===== src/rtl/cpu8_pkg.sv =====
package cpu8_pkg;

  localparam int DW   = 8;
  localparam int NREG = 4;

  typedef enum logic [2:0] {
    ST_FETCH, ST_LATCH, ST_READ, ST_EXEC, ST_MEM, ST_WB
  } state_t;

  typedef enum logic [3:0] {
    IC_ADD, IC_SUB, IC_NAND, IC_SHL, IC_SHR, IC_ORI,
    IC_LOAD, IC_STORE, IC_BZ, IC_BNZ, IC_BPZ, IC_NOP
  } iclass_t;

  typedef enum logic [2:0] {
    AO_ADD, AO_SUB, AO_NAND, AO_OR, AO_SHL, AO_SHR
  } aluop_t;

  function automatic iclass_t decode(input logic [7:0] ir);
    iclass_t c;
    if (ir[2:0] == 3'b111)      c = IC_ORI;
    else if (ir[2:0] == 3'b011) c = ir[6] ? IC_SHR : IC_SHL;
    else begin
      case (ir[3:0])
        4'b0100: c = IC_ADD;
        4'b0110: c = IC_SUB;
        4'b1000: c = IC_NAND;
        4'b0000: c = IC_LOAD;
        4'b0010: c = IC_STORE;
        4'b0001: c = IC_BZ;
        4'b1001: c = IC_BNZ;
        4'b1101: c = IC_BPZ;
        default: c = IC_NOP;
      endcase
    end
    return c;
  endfunction

  function automatic logic alu_class(input iclass_t c);
    return c inside {IC_ADD, IC_SUB, IC_NAND, IC_SHL, IC_SHR, IC_ORI};
  endfunction

  function automatic logic branch_class(input iclass_t c);
    return c inside {IC_BZ, IC_BNZ, IC_BPZ};
  endfunction

endpackage


===== src/rtl/cpu8_regfile.sv =====
module cpu8_regfile #(
  parameter int W    = cpu8_pkg::DW,
  parameter int N    = cpu8_pkg::NREG,
  localparam int AW  = $clog2(N)
) (
  input  logic          clk,
  input  logic          rst_n,
  input  logic [AW-1:0] ra_a,
  input  logic [AW-1:0] ra_b,
  output logic [W-1:0]  rd_a,
  output logic [W-1:0]  rd_b,
  input  logic          we,
  input  logic [AW-1:0] wa,
  input  logic [W-1:0]  wd
);

  logic [W-1:0] regs [N];

  for (genvar g = 0; g < N; g++) begin : g_reg
    always_ff @(posedge clk or negedge rst_n) begin
      if (!rst_n)                                regs[g] <= '0;
      else if (we && (wa == AW'(g)))             regs[g] <= wd;
    end
  end

  assign rd_a = regs[ra_a];
  assign rd_b = regs[ra_b];

endmodule


===== src/rtl/cpu8_alu.sv =====
module cpu8_alu
  import cpu8_pkg::*;
#(
  parameter int W   = DW,
  localparam int SW = $clog2(W)
) (
  input  logic [W-1:0] a,
  input  logic [W-1:0] b,
  input  aluop_t       op,
  output logic [W-1:0] y
);

  always_comb begin
    case (op)
      AO_ADD:  y = a + b;
      AO_SUB:  y = a - b;
      AO_NAND: y = ~(a & b);
      AO_OR:   y = a | b;
      AO_SHL:  y = a << b[SW-1:0];
      AO_SHR:  y = a >> b[SW-1:0];
      default: y = a;
    endcase
  end

endmodule


===== src/rtl/cpu8_ctrl.sv =====
module cpu8_ctrl
  import cpu8_pkg::*;
(
  input  logic       clk,
  input  logic       rst_n,
  input  logic [7:0] ir,
  output state_t     state,
  output iclass_t    icls
);

  state_t state_nx;

  assign icls = decode(ir);

  always_comb begin
    state_nx = state;
    case (state)
      ST_FETCH: state_nx = ST_LATCH;
      ST_LATCH: state_nx = ST_READ;
      ST_READ:  state_nx = ST_EXEC;
      ST_EXEC: begin
        if (icls == IC_LOAD)      state_nx = ST_MEM;
        else if (alu_class(icls)) state_nx = ST_WB;
        else                      state_nx = ST_FETCH;
      end
      ST_MEM:   state_nx = ST_WB;
      ST_WB:    state_nx = ST_FETCH;
      default:  state_nx = ST_FETCH;
    endcase
  end

  always_ff @(posedge clk or negedge rst_n) begin
    if (!rst_n) state <= ST_FETCH;
    else        state <= state_nx;
  end

  // four-cycle instructions return to fetch straight after execute
  assert_short_exit_R12: assert property (@(posedge clk) disable iff (!rst_n)
    (state == ST_EXEC && !alu_class(icls) && icls != IC_LOAD) |=> state == ST_FETCH);

  // a load spends exactly one cycle in the memory phase before writeback
  assert_load_path_R12: assert property (@(posedge clk) disable iff (!rst_n)
    (state == ST_MEM) |=> state == ST_WB);

endmodule


===== src/rtl/cpu8_core.sv =====
module cpu8_core
  import cpu8_pkg::*;
(
  input  logic       clk,
  input  logic       rst_n,
  output logic [7:0] mem_addr,
  output logic [7:0] mem_wdata,
  input  logic [7:0] mem_rdata,
  output logic       mem_rd,
  output logic       mem_wr
);

  localparam int AW = $clog2(NREG);

  logic          rst_meta, rst_sync_n;
  logic [DW-1:0] pc, ir, opa, opb, alu_q, mdr;
  logic          flag_z, flag_n;
  state_t        state;
  iclass_t       icls;
  logic [DW-1:0] alu_a, alu_b, alu_y, rf_a, rf_b, rf_wd;
  aluop_t        alu_op;
  logic [AW-1:0] ra_a, dst;
  logic          rf_we, taken, do_exec;

  // asynchronous assert, synchronous release
  always_ff @(posedge clk or negedge rst_n) begin
    if (!rst_n) begin
      rst_meta   <= 1'b0;
      rst_sync_n <= 1'b0;
    end else begin
      rst_meta   <= 1'b1;
      rst_sync_n <= rst_meta;
    end
  end

  cpu8_ctrl u_ctrl (
    .clk   (clk),
    .rst_n (rst_sync_n),
    .ir    (ir),
    .state (state),
    .icls  (icls)
  );

  assign ra_a  = (icls == IC_ORI) ? AW'(1) : ir[7:6];
  assign dst   = ra_a;
  assign rf_we = (state == ST_WB);
  assign rf_wd = (icls == IC_LOAD) ? mdr : alu_q;

  cpu8_regfile #(.W(DW), .N(NREG)) u_rf (
    .clk   (clk),
    .rst_n (rst_sync_n),
    .ra_a  (ra_a),
    .ra_b  (ir[5:4]),
    .rd_a  (rf_a),
    .rd_b  (rf_b),
    .we    (rf_we),
    .wa    (dst),
    .wd    (rf_wd)
  );

  assign do_exec = (state == ST_EXEC);
  assign taken   = (icls == IC_BZ  &&  flag_z) ||
                   (icls == IC_BNZ && !flag_z) ||
                   (icls == IC_BPZ && !flag_n);

  // operand selection: PC for increment and branch target, else operand A
  always_comb begin
    alu_a  = opa;
    alu_b  = opb;
    alu_op = AO_ADD;
    if (state == ST_LATCH) begin
      alu_a = pc;
      alu_b = DW'(1);
    end else begin
      case (icls)
        IC_SUB:  alu_op = AO_SUB;
        IC_NAND: alu_op = AO_NAND;
        IC_ORI: begin
          alu_op = AO_OR;
          alu_b  = {{(DW-5){1'b0}}, ir[7:3]};
        end
        IC_SHL: begin
          alu_op = AO_SHL;
          alu_b  = {{(DW-3){1'b0}}, ir[5:3]};
        end
        IC_SHR: begin
          alu_op = AO_SHR;
          alu_b  = {{(DW-3){1'b0}}, ir[5:3]};
        end
        IC_BZ, IC_BNZ, IC_BPZ: begin
          alu_a = pc;
          alu_b = {{(DW-4){ir[7]}}, ir[7:4]};
        end
        default: alu_op = AO_ADD;
      endcase
    end
  end

  cpu8_alu #(.W(DW)) u_alu (
    .a  (alu_a),
    .b  (alu_b),
    .op (alu_op),
    .y  (alu_y)
  );

  always_ff @(posedge clk or negedge rst_sync_n) begin
    if (!rst_sync_n) begin
      pc     <= '0;
      ir     <= '0;
      opa    <= '0;
      opb    <= '0;
      alu_q  <= '0;
      mdr    <= '0;
      flag_z <= 1'b0;
      flag_n <= 1'b0;
    end else begin
      if (state == ST_LATCH) begin
        ir <= mem_rdata;
        pc <= alu_y;
      end
      if (state == ST_READ) begin
        opa <= rf_a;
        opb <= rf_b;
      end
      if (do_exec && branch_class(icls) && taken) pc <= alu_y;
      if (do_exec && alu_class(icls)) begin
        alu_q  <= alu_y;
        flag_z <= (alu_y == '0);
        flag_n <= alu_y[DW-1];
      end
      if (state == ST_MEM) mdr <= mem_rdata;
    end
  end

  assign mem_rd    = (state == ST_FETCH) || (do_exec && icls == IC_LOAD);
  assign mem_wr    = do_exec && (icls == IC_STORE);
  assign mem_addr  = (state == ST_FETCH) ? pc : opb;
  assign mem_wdata = opa;

  assert_rdwr_excl_R11: assert property (@(posedge clk) disable iff (!rst_sync_n)
    $onehot0({mem_rd, mem_wr}));

  assert_pc_step_R2: assert property (@(posedge clk) disable iff (!rst_sync_n)
    (state == ST_LATCH) |=> pc == $past(pc) + 8'd1);

  // loads, stores, branches and no-ops keep the flags
  assert_flags_hold_R10: assert property (@(posedge clk) disable iff (!rst_sync_n)
    (do_exec && !alu_class(icls)) |=> $stable({flag_z, flag_n}));

  assert_store_noreg_R8: assert property (@(posedge clk) disable iff (!rst_sync_n)
    (icls == IC_STORE) |-> !rf_we);

endmodule


===== config.mk =====
export PLATFORM = sky130hd
export DESIGN_NAME = cpu8_core
export DESIGN_NICKNAME = d
export VERILOG_FILES = /design/src/rtl/cpu8_pkg.sv /design/src/rtl/cpu8_regfile.sv /design/src/rtl/cpu8_alu.sv /design/src/rtl/cpu8_ctrl.sv /design/src/rtl/cpu8_core.sv
export SDC_FILE = /design/constraint.sdc
export NUM_CORES = 1
export LEC_CHECK = 0
export BUFFER_PORTS_ARGS = -buffer_cell sky130_fd_sc_hd__buf_2
export CAP_MARGIN = 10
export CORE_MARGIN = 3
export CORE_UTILIZATION = 55
export DETAILED_ROUTE_END_ITERATION = 12
export GPL_TIMING_DRIVEN = 1
export HOLD_SLACK_MARGIN = 0.12
export PLACE_DENSITY_LB_ADDON = 0.12
export SETUP_SLACK_MARGIN = 0.3
export SYNTH_ARGS = -nofsm -noshare
export SYNTH_HDL_FRONTEND = slang
export SYNTH_SLANG_ARGS = --single-unit

===== constraint.sdc =====
create_clock -name clk -period 2.6 [get_ports clk]
set_clock_uncertainty 0.15 [all_clocks]
set_input_delay 0.39 -clock clk [delete_from_list [all_inputs] [get_ports clk]]
set_output_delay 0.39 -clock clk [all_outputs]
set_load 0.1 [all_outputs]

* Word-level counts from Yosys, hierarchy flattened
Memories as Yosys holds them, arrays and structs flattened.
Index checks and enable logic that the tools add are counted.
** Word-level totals
- ROM bits :: 64
- Memories kept :: 1
- Flip-flop bits (word level) :: 87
- Input bits :: 10
- Output and inout port bits :: 18
** Operators by class
- Shifts and indexed selects :: 2
- Reduce and logical (&&, ||, !) cells :: 27
- Muxes and demuxes :: 24
- Equal/unequal tests :: 25
- $add $sub $neg :: 2
- Bitwise operators :: 5
- Order comparisons :: 2
** Memory list
- (no name shown) :: depth 16, bits a word 4, read ports 1, clocked after memory_dff 0, wr ports 0, RTL line cpu8_pkg.sv:24 : case (ir[3:0])
** Operator list (number)
- two-way mux 8 bit :: 11
- one-hot mux 8 bit (6 select lines) :: 1
- binary-select mux 8 bit (select 2 bit) :: 2
- one-hot mux 3 bit (5 select lines) :: 2
- one-hot mux 8 bit (3 select lines) :: 1
- equality test 4 x 3 -> 1 bit, second input constant :: 4
- equality test 3 x 2 -> 1 bit, second input constant :: 5
- equality test 3 bit, second input constant :: 5
- equality test 4 bit, second input constant :: 3
- logical AND 1 bit :: 12
- two-way mux 3 bit :: 4
- adder 8 bit :: 1
- bitwise AND 8 bit :: 1
- equality test 4 x 2 -> 1 bit, second input constant :: 2
- logical NOT 8 bit :: 1
- two-way mux 4 bit :: 2
- NOT 8 bit :: 1
- bitwise OR 8 bit :: 1
- left shift 8 x 3 -> 8 bit :: 1
- right shift 8 x 3 -> 8 bit :: 1
- subtractor 8 bit :: 1
- equality test 3 x 1 -> 1 bit, second input constant :: 2
- greater-or-equal comparator 3 bit, second input constant :: 2
- logical NOT 3 bit :: 2
- 14 further kinds :: 19

* Depth between registers and ports, before layout
- Word-level depth :: 12
- Depth in mapped cells :: 19

* Modules after synthesis
A second synthesis with hierarchy kept.
** Unflattened totals
- Cell total of the unflattened synthesis :: 539
- Area total of the unflattened synthesis :: 5904.4 µm²
** Modules (own cells, without submodules)
- cpu8_core :: area each 2643.8 µm², cells an instance 227, sequential area each 1276.2 µm², instances 1
- cpu8_regfile :: area each 1590.3 µm², cells an instance 88, sequential area each 800.8 µm², instances 1
- cpu8_alu :: area each 1411.4 µm², cells an instance 194, sequential area each 0.0 µm², instances 1
- cpu8_ctrl :: area each 259.0 µm², cells an instance 30, sequential area each 75.1 µm², instances 1

* Worst setup path before layout
OpenSTA, ideal clock, no wires.
- Path type :: register to register
- From :: register ir[3]
- To :: register flag_z
- Setup time :: 0.104 ns
- Cell stages (with the launch flop) :: 18
- Arrival :: 3.682 ns
- Buffers on the path :: 2
- Slack :: -1.336 ns
- Cell sequence :: dfrtp_1 buf_2 and2b_2 nor2_2 a221o_2 clkinv_4 buf_2 ha_1 mux2i_1 ha_1 a21o_1 a21oi_1 o21bai_1 a21oi_1 o21ai_0 xnor2_1 o221ai_1 o41ai_2
** Between the ends
- Cells in the longest elaborated chain, start to end :: 11
- Elaborated cells between the ends (all ways) :: 37
- Those cells by class :: add/sub: 2; eq/ne: 13; shift: 2; mux: 9; bitwise: 3; reduce/logical: 7; memory: 1
** RTL lines
- start: declaration :: RTL line cpu8_core.sv:16 : logic [DW-1:0] pc, ir, opa, opb, alu_q, mdr;
- start signal: assignment :: RTL line cpu8_core.sv:118 : ir <= mem_rdata;
- parallel branches: the longest is 11 deep, another holds subtractor 8 bit
- end signal: assignment :: RTL line cpu8_core.sv:128 : flag_z <= (alu_y == '0);
- end: declaration :: RTL line cpu8_core.sv:17 : logic flag_z, flag_n;
Several ways; the timed one is not identified.
A chain may end at the register's enable or synchronous reset.

* Final worst setup path
- From :: register ir[0]
- To :: register flag_z
** Between the ends
- Cells in the longest elaborated chain, start to end :: 11
- Elaborated cells between the ends (all ways) :: 39
- Those cells by class :: add/sub: 2; eq/ne: 15; shift: 2; mux: 9; bitwise: 3; reduce/logical: 7; memory: 1
** RTL lines
- memory read (16 x 4 bit) or equality test 3 x 2 -> 1 bit (tied branches)
- two-way mux 4 bit :: RTL line cpu8_pkg.sv:22 : else if (ir[2:0] == 3'b011) c = ir[6] ? IC_SHR : IC_SHL;
- two-way mux 4 bit (*) :: RTL line cpu8_pkg.sv:21 : if (ir[2:0] == 3'b111) c = IC_ORI;
- parallel branches: the longest is 8 deep, another holds subtractor 8 bit
Every way passes the cells marked *.

==> summary.txt <==
IO Count: 28
data required time of the worst path: 2.72 ns
final setup fails: 17
# H-tree levels: 3
Max-slew headroom: 0.629
failing checks: negative setup slack
ys async rst share: 1.00
Avg Cell Area, Syn: 9.10 µm²
CP Capture Point: flag_z$_DFFE_PN0P_
GRT Total Usage: 0.359
area of the mapped netlist: 5640 µm²
final worst slack: -1.16 ns
worst-path fanout max: 4
ys flop type: dfrtp_1
CTS max path bufs: 2
first-pass GRT wire length: 31000 µm
RSZ-0062 raised after global routing: yes
minimum clock period: 3.76 ns
R2R Path Start: ir[0]$_DFFE_PN0P_
placement row count: 36
Die W: 107 µm
post-route core utilization: 0.772
final period utilization: 1.44
vias: 5518
die area: 11500 µm²
Final Hold Vio Count: 0
I/O Buffers: 27
Synth area leader: dfrtp_1
cells on worst reg2reg path: 18
# Max-Cap Violations: 0
Worst R2R End: flag_z$_DFFE_PN0P_
Commonest cells post-synth: nand2_1 (101), dfrtp_1 (86), o21ai_0 (60), nor2_1 (53), a21oi_1 (37)
layout net count: 787
largest net degree at the start of global routing: 36
CP arrival: 3.88 ns
crit-path max cell delay: 0.40 ns
Root Buffer: clkbuf_8
dpl hpwl: 14400 µm
Synth top area share: 0.382
worst min-delay path category: flop to async pin
Seq/Total Area, Yosys: 0.382
critical path launch point: ir[0]$_DFFE_PN0P_
Routed WL: 19800 µm
Core Area: 9860 µm²
Pins Over Slew Limit: 0
grt ovf: 0
diode count: 0
cts bufs inserted: 9
area grow syn2layout: 35.1%
status: finished with violations
Die H: 107 µm
CP Class: flop to flop
Post-DRT Antenna Nets: 0
number of global-route vias before repair: 5495
CP dominant cell by count: a21oi_1
Final GP Congestion: 1.07
share of layout cells above drive strength 1: 0.383
YS warnings: 0
initial antenna violation count: 0
Post-Syn Nets: 641
worst path cell trace: buf_6 > and2_4 > a211oi_4 > o21a_1 > inv_2 > ha_4 > mux2i_4 > buf_4 > fa_2 > a21o_1 > a21oi_2 > o21bai_1 > a21oi_1 > xor2_1 > o221ai_1 > a21oi_1 > nand2_1 > o41ai_2
clock slew seen by the registers of the worst setup and hold paths: 0.10 ns
post-synthesis sequential element count: 86
measured slew at the worst slew-check pin: 0.550 ns
R2R setup slack: -1.16 ns
critical path endpoint category: flop
vias per inst: 6.11
routed len/inst: 21.9 µm
post-synthesis cell type count: 73
Syn Inst Count: 619
DRT iter0 DRCs: 544
first-pass iteration count of the detailed router: 6
number of clock sinks: 86
Max Clk Rate: 266 MHz
main area contributors after synthesis: dfrtp_1 (38%), nand2_1 (6.7%), mux2_2 (5.4%), o21ai_0 (5.3%), mux2i_1 (4.8%)
drt drc: 0
Starting Density: 0.571
CP max stage cell: dfrtp_1
most common cell in the netlist: nand2_1
CTS tree: done
Post-synth EDFFs: 0
fill cell total of the finished layout: 644
Startpoint Class: flop
Clock Latency Late Sink: 0.38 ns
-- worst min-delay path by stage --
stage / slack (ns) / endpoint / from / depth (start not counted)
after floorplan: -0.06 / rst_meta$_DFF_PN0_ / rst_n / 0
after global placement: 0.02 / rst_meta$_DFF_PN0_ / rst_n / 1
after detailed placement: 0.03 / rst_meta$_DFF_PN0_ / rst_n / 1
after CTS: 0.15 / opb[7]$_DFFE_PN0P_ / rst_sync_n$_DFF_PN0_ / 0
after global routing: 0.16 / mdr[0]$_DFFE_PN0P_ / mem_rdata[0] / 2
final: 0.14 / opb[7]$_DFFE_PN0P_ / rst_sync_n$_DFF_PN0_ / 0
-- layout by cell type, fill, tap and decap left out, types with 4 or more instances in the layout --
cell           instances
mux2_4                 9
ha_1                  10
a22oi_1                4
nand3_1                9
dlygate4sd3_1          8
mux2i_1               26
a221o_1                9
mux2i_4                6
nor2_1                50
buf_12                 9
mux4_2                 8
a21oi_2                7
inv_2                  4
buf_2                 17
inv_1                 17
o211ai_1               6
nand2_1               97
a21oi_1               33
buf_4                128
mux2_2                18
dfrtp_1               84
o21ai_0               53
a31oi_1                9
o21ai_2                6
xnor2_1                8
buf_6                 15
o21ai_1                4
xnor2_2                4
a21o_1                 5
clkbuf_8               9
-- cells by family after synthesis --
kind of cell    count (synthesis)  synth area share
simple gates                  198             0.158
xor+xnor                       14            0.0218
fa+ha+maj                      12            0.0280
compound gates                173             0.198
mux                            70             0.161
buf+inv                        65            0.0508
flops                          86             0.382
other cells                     1          0.000665
-- metrics by stage --
step / hold slack (ns) / area (µm²) / setup TNS [ns] / std cells / setup WS (ns)
2_1_floorplan: -0.0556 / 5750 / -11.27 / 619 / -1.05
4_1_cts: 0.149 / 7440 / -13.80 / 896 / -1.08
5_1_grt: 0.156 / 7610 / -16.88 / 903 / -1.29
3_5_place_dp: 0.0291 / 6890 / -14.53 / 857 / -1.17
3_3_place_gp: 0.0241 / 6890 / -13.90 / 857 / -1.10
6_report: 0.142 / 7610 / -15.13 / 903 / -1.16
-- critical path: cells and delay by family, from the launching register on --
family	cells	cell delay (ns)
xor gates and xnor gates	1	0.16
muxes	1	0.07
buffers and inverters	3	0.35
and+or+nand+nor	2	0.29
adders and majority gates	2	0.60
DFF	1	0.40
AOI/OAI and AO/OA	9	1.61
-- layer usage --
metal / up-vias / global-route usage / share of wire
li1: 2516 / - / -
met1: 2688 / 0.483 / 0.40
met2: 257 / 0.564 / 0.48
met3: 57 / 0.0728 / 0.078
met4: 0 / 0.157 / 0.041
met5: - / 0 / 0
-- state kept, by name, indices dropped and copies added, names as in the netlist, 3 cells and up --
signal / count
ir: 8
u_ctrl.state: 3
u_rf.regs: 32
opb: 8
pc: 8
alu_q: 8
mem_wdata: 8
mdr: 8
-- timing repair --
| item | in CTS | in global routing |
|---|---|---|
| hold endpoints to repair | 15 | 0 |
| hold buffers | 8 | 0 |
| cloned | 1 | 0 |
| setup buffers | 14 | 7 |
| endpoints found under the setup margin | 41 | 44 |
| pin swaps | 17 | 19 |
| resized for setup | 51 | 20 |
-- final cells by class --
type / count / area [µm²] / area share
Timing Repair Buffer: 178 / 1490 / 0.196
Clock buffer: 9 / 124 / 0.0163
Multi-Input combinational cell: 468 / 3530 / 0.464
Clock inverter: 7 / 55.1 / 0.00723
Sequential cell: 86 / 2160 / 0.283
Tap cell: 133 / 166 / 0.0219
Inverter: 22 / 87.6 / 0.0115
Power is left out: the tool's default activity adds up to more than one toggle a clock period on the data nets, which glitch-free logic cannot reach.
